==> config.mk <==
export PLATFORM = sky130hd
export DESIGN_NAME = spi_rate_gen
export DESIGN_NICKNAME = d
export VERILOG_FILES = /design/src/rtl/spi_rate_gen.sv
export SDC_FILE = /design/constraint.sdc
export NUM_CORES = 1
export LEC_CHECK = 0
export BUFFER_PORTS_ARGS = -buffer_cell sky130_fd_sc_hd__buf_4
export CAP_MARGIN = 20
export CORE_MARGIN = 2
export CORE_UTILIZATION = 52
export CTS_CLUSTER_DIAMETER = 150
export DETAILED_ROUTE_END_ITERATION = 10
export PLACE_DENSITY = 0.84
export SYNTH_ARGS = -nofsm -noshare
export SYNTH_HDL_FRONTEND = slang
export SYNTH_SLANG_ARGS = --single-unit
==> constraint.sdc <==
create_clock -name clk_i -period 6.45 [get_ports clk_i]
set_input_delay 0.645 -clock clk_i [delete_from_list [all_inputs] [get_ports clk_i]]
set_output_delay 0.645 -clock clk_i [all_outputs]
set_load 0.1 [all_outputs]
==> src/rtl/spi_rate_gen.sv <==
module spi_rate_gen #(
  parameter int CFG_W   = 16,
  parameter int PRE_W   = 5,
  parameter int PRE_LSB = 8,
  parameter int CODE_W  = 3,
  parameter int MAX_SH  = 5
) (
  input  logic             clk_i,
  input  logic             rst_ni,
  input  logic             en_i,
  input  logic [CFG_W-1:0] cfg_i,
  output logic             sck_o,
  output logic             rise_o,
  output logic             fall_o
);
  localparam int CNT_W = PRE_W + MAX_SH + 1;

  logic [PRE_W-1:0]  pre_f;
  logic [CODE_W-1:0] code_f;
  logic [2:0]        shamt;
  logic [CNT_W-1:0]  cfg_n, act_n, cnt, hi_len;
  logic              run;

  assign pre_f  = cfg_i[PRE_LSB +: PRE_W];
  assign code_f = cfg_i[CODE_W-1:0];
  assign shamt  = (code_f <= CODE_W'(MAX_SH - 1)) ? 3'(code_f + 1'b1) : 3'd0;
  assign cfg_n  = (CNT_W'(pre_f) + 1'b1) << shamt;

  always_ff @(posedge clk_i or negedge rst_ni) begin
    if (!rst_ni) begin
      run   <= 1'b0;
      cnt   <= '0;
      act_n <= CNT_W'(1);
    end else if (!en_i) begin
      run <= 1'b0;
      cnt <= '0;
    end else if (!run || cnt == act_n - 1'b1) begin
      run   <= 1'b1;
      cnt   <= '0;
      act_n <= cfg_n;
    end else begin
      cnt <= cnt + 1'b1;
    end
  end

  assign hi_len = act_n >> 1;
  assign sck_o  = run && (cnt < hi_len);
  assign rise_o = run && (cnt == '0);
  assign fall_o = run && (cnt == hi_len);

  assert_idle_after_disable_R7: assert property (@(posedge clk_i) disable iff (!rst_ni)
    !en_i |=> (!sck_o && !rise_o && !fall_o));
  assert_count_in_range_R4: assert property (@(posedge clk_i) disable iff (!rst_ni)
    run |-> (cnt < act_n));
  assert_rise_with_strobe_R5: assert property (@(posedge clk_i) disable iff (!rst_ni)
    $rose(sck_o) |-> rise_o);
  assert_fall_with_strobe_R5: assert property (@(posedge clk_i) disable iff (!rst_ni)
    ($fell(sck_o) && run) |-> fall_o);
  assert_both_strobes_only_div1_R6: assert property (@(posedge clk_i) disable iff (!rst_ni)
    (rise_o && fall_o) |-> (act_n == CNT_W'(1) && !sck_o));
  assert_ratio_held_in_period_R8: assert property (@(posedge clk_i) disable iff (!rst_ni)
    (run && $past(run) && !rise_o) |-> $stable(act_n));
endmodule

Yosys cells after proc, flatten, opt, wreduce, memory -nomap -nowiden

Cells that the tools add are included.
Widths: inputs -> output; s select.

Input port bits: 19
Register bits: 23

Reduce and logical (&&, ||, !) cells: 7
Shift operators: 1
$add $sub $neg: 4
Order comparisons: 2
Muxes and demuxes: 5
Equality and inequality tests: 3

Operators by type and width:

| kind                  | number |
|---|---|
| $mux 11               | 2 |
| $add 11x1->11 const B | 1 |
| $eq 11x10->1          | 1 |
| $eq 11x11->1          | 1 |
| $logic_not 11->1      | 1 |
| $lt 11x10->1          | 1 |
| $shl 6x3->11          | 1 |
| $sub 11x1->11 const B | 1 |
| $add 5x1->6 const B   | 1 |
| $add 3x1->3 const B   | 1 |
| $le 3x3->1 const B    | 1 |
| $logic_and 1x1->1     | 3 |
| $mux 3                | 1 |
| $mux 1                | 2 |
| $ne 2x1->1 const B    | 1 |
| $reduce_and 2->1      | 1 |
| $logic_not 1->1       | 1 |
| $logic_or 1x1->1      | 1 |

Longest topological paths before layout

Word-level depth: 5
Depth in mapped cells: 11

Worst setup path before layout

Ideal clock, no wire load.

Path type: flip-flop to output port
Start: register cnt[0]
End: output port rise_o
Slack: 2038 ps
Arrival: 3767 ps
Cell stages (with the launch flop): 6
Data required time: 5805 ps
Path through: dfrtp_1 inv_1 ha_1 nor4b_1 nand2_1 nor4_1

Longest elaborated chain between the ends: 2

Ends and longest elaborated chain:

| element                  | line | text |
|---|---|---|
| start: declaration       | 21   | `logic [CNT_W-1:0] cfg_n, act_n, cnt, hi_len;` |
| start signal: assignment | 42   | `cnt <= cnt + 1'b1;` |
| $logic_not 11->1         | 48   | `assign rise_o = run && (cnt == '0);` |
| $logic_and 1x1->1        | 48   |  |
| end: declaration         | 13   | `output logic rise_o,` |

No other way between the ends.

Worst setup path after layout

Start: register act_n[2]
End: output port sck_o

Longest elaborated chain between the ends: 2

Ends and longest elaborated chain:

| element                  | line | text |
|---|---|---|
| start: declaration       | 21   |  |
| start signal: assignment | 40   | `act_n <= cfg_n;` |
| $lt 11x10->1             | 47   | `assign sck_o = run && (cnt < hi_len);` |
| $logic_and 1x1->1        | 47   |  |
| end: declaration         | 12   | `output logic sck_o,` |

No other way between the ends.

==> out/qor.yml <==
pwr-share-seq: 0.364
grtUsageMet1: 0.3130
period_needed_ps: 3241
synth_top_area_frac: 0.2469
arrival_ps: 2600
place_inst: 317
p_leak_uw: 0.001044
postCtsResizedCells: 0
p_clk_frac: 0.171
worst_ir_drop_vdd_uv: 135.4
power.switching_uw: 220.7
critPathRequiredTime_ps: 5800
syn_area_per_cell_um2: 8.382
final.setup_skew_ps: 1.376
hold_path_class: "in -> async"
wl_mm: 4.911
multiInputGateArea_um2: 1520
grt_pass1_vias: 1841
drive_gt1_frac: 0.1144
finalCritPeriodShare: 0.5025
io_buffers: 13
hpwlAfterDp_mm: 3.733
intPower_uw: 313.3
via_per_inst: 6.215
synth-main-ff-cell: "dfrtp_1"
outcome: "completed"
num_rows: 23
rsz0062_at_grt: "false"
critPathLaunch: "act_n[2]"
relSlewSlack: 0.5216
grt_max_degree: 24
area_growth_pct: 6.454
maxCapViolations: 0
synth_edf_count: 0
place.gp.congestion: 0.8888
setup_tns_ps: 0
layout.nets: 307
overflow: 0
postCtsSetupBuffers: 0
criticalPathCategory: "reg -> out"
insertion_delay_ps: 260
synthArstFlopShare: 1.000
die-area_um2: 4827
busiest_layer: "met2"
synth-seq-cells: 23
cts_max_level: 1
clk_pin_slew_ps: 80
seq_area_um2: 576.8
maxSlewViolCount: 0
p_sw_frac: 0.4133
die_y_um: 69.48
netlist_instances: 266
cellPowerDensity_nw_per_um2: 225.0
die_x_um: 69.48
io-pin-count: 22
yosysMostFrequentCell: "nor2_1"
num_vias: 1995
grt_usage: 0.2154
cp-start-kind: "flop"
yosysUniqueCellTypes: 51
reg2reg_from: "act_n[1]"
max_freq_ghz: 0.3086
drtAntennaViolNets: 0
clk_root_buffer_cell: "clkbuf_8"
finalNonFillerCells: 321
synth_warnings: 0
yosys-top-cells-area: "dfrtp_1 25%, ha_1 9.0%, xnor2_1 5.1%"
routedWlPerCell_um: 15.30
cts_hold_buffers: 0
worst_slew_pin_slew_ps: 699.4
clock-sinks: 23
setup_viol: 0
start_util: 0.5495
n_antenna_cell: 0
antenna_found_initial: 0
synth_area_um2: 2230
drt_iter0_drc: 208
path_max_fanout: 8
cts-buffers-inserted: 3
synth_fp_nets: 301
ys_seq_area_frac: 0.2587
yosys-top-cells-count: "27 x nor2_1, 22 x dfrtp_1, 19 x inv_1"
combinationalPowerShare: 0.466
nFillCells: 363
finalHoldViolations: 0
grt_first_pass_wirelength_mm: 8.611
cts_tree: "yes"
synth_largest_area_cell: "dfrtp_1"
met3_usage: 0.03343
cp-end-kind: "output pin"
clk_path_buf_depth: 2
coreArea_um2: 4058
dr.pass1.iters: 5
drc: 0
gr-usage-met2: 0.3344
per-stage QoR:
step	worst slack, ps	total power, uW	utilization	hold WS, ps	cell area, um2
after global placement	3476	432.6	0.5739	517.4	2328
after global routing	3013	573.9	0.5850	269.5	2374
after detailed placement	3424	440.2	0.5739	534.0	2328
final	3209	534.1	0.5850	253.9	2374
after CTS	3227	532.0	0.5850	269.9	2374
after floorplan	2038	387.1	-	349.4	2230
worst max-delay path, stage by stage (launching register included):
cell      delay [ps]
dfrtp_1          490
inv_1            140
ha_1             330
nor2b_1          130
o21a_1           160
o21a_1           160
o21ai_0          160
nand2b_1          70
a21oi_1          220
o211a_1          190
buf_4            280
kinds of logic (layout without fill, tap and decap cells):
logic type	after synthesis	after routing	share of synthesized area
simple gates	105	105	0.2548
flops	23	23	0.2587
compound gates	54	54	0.1728
xor+xnor	23	23	0.09035
fa+ha+maj	16	16	0.08979
mux	14	14	0.07407
buf+inv	31	36	0.05948
final timing paths:
kind	to	slack, ps	cells past startpoint
setup / recovery	sck_o	3210	10
hold / removal	cnt[8]	250	1
setup reg to reg	act_n[4]	3430	9
hold reg to reg	act_n[0]	550	2
max in group asynchronous	act_n[0]	5910	1
min in group clk_i	run	510	1
power by group through the flow:
stage	clock [uW]	sequential (uW)	combinational [uW]
global route	98.3	196	279
floorplan	0	184	203
finish	91.1	194	249
detailed placement	0	196	244
global placement	0	195	238
CTS	92.2	193	246
cell usage in the layout, fill, tap and decap left out, types with 5 or more instances in the layout:
cell type	n
nand2_1	14
inv_1	19
ha_1	16
a21oi_1	10
xor2_1	10
nand3_1	16
buf_4	13
nand4_1	5
xnor2_1	13
mux2i_1	6
and3_1	7
dfrtp_1	22
nor3_1	6
nor2_1	27
nor2b_1	5
o21ai_0	8
sequential cells by signal, indices dropped and copies added, names as in the netlist:
signal and count:
run 1, cnt 11, act_n 11
metal layers:
| metal | routed length [um] | up-vias |
|---|---|---|
| li1 | - | 975 |
| met1 | 2349 | 942 |
| met2 | 2222 | 72 |
| met3 | 296 | 6 |
| met4 | 42 | 0 |
| met5 | 0 | - |
final cells by class:
cell class	count	area share
multi-input cells	212	0.6405
flip-flops and latches	23	0.2430
repair buffers	13	0.04112
inverters	19	0.03005
well taps	50	0.02636
clock buffers	4	0.01898
No activity file was read; power rests on OpenSTA's default activity.
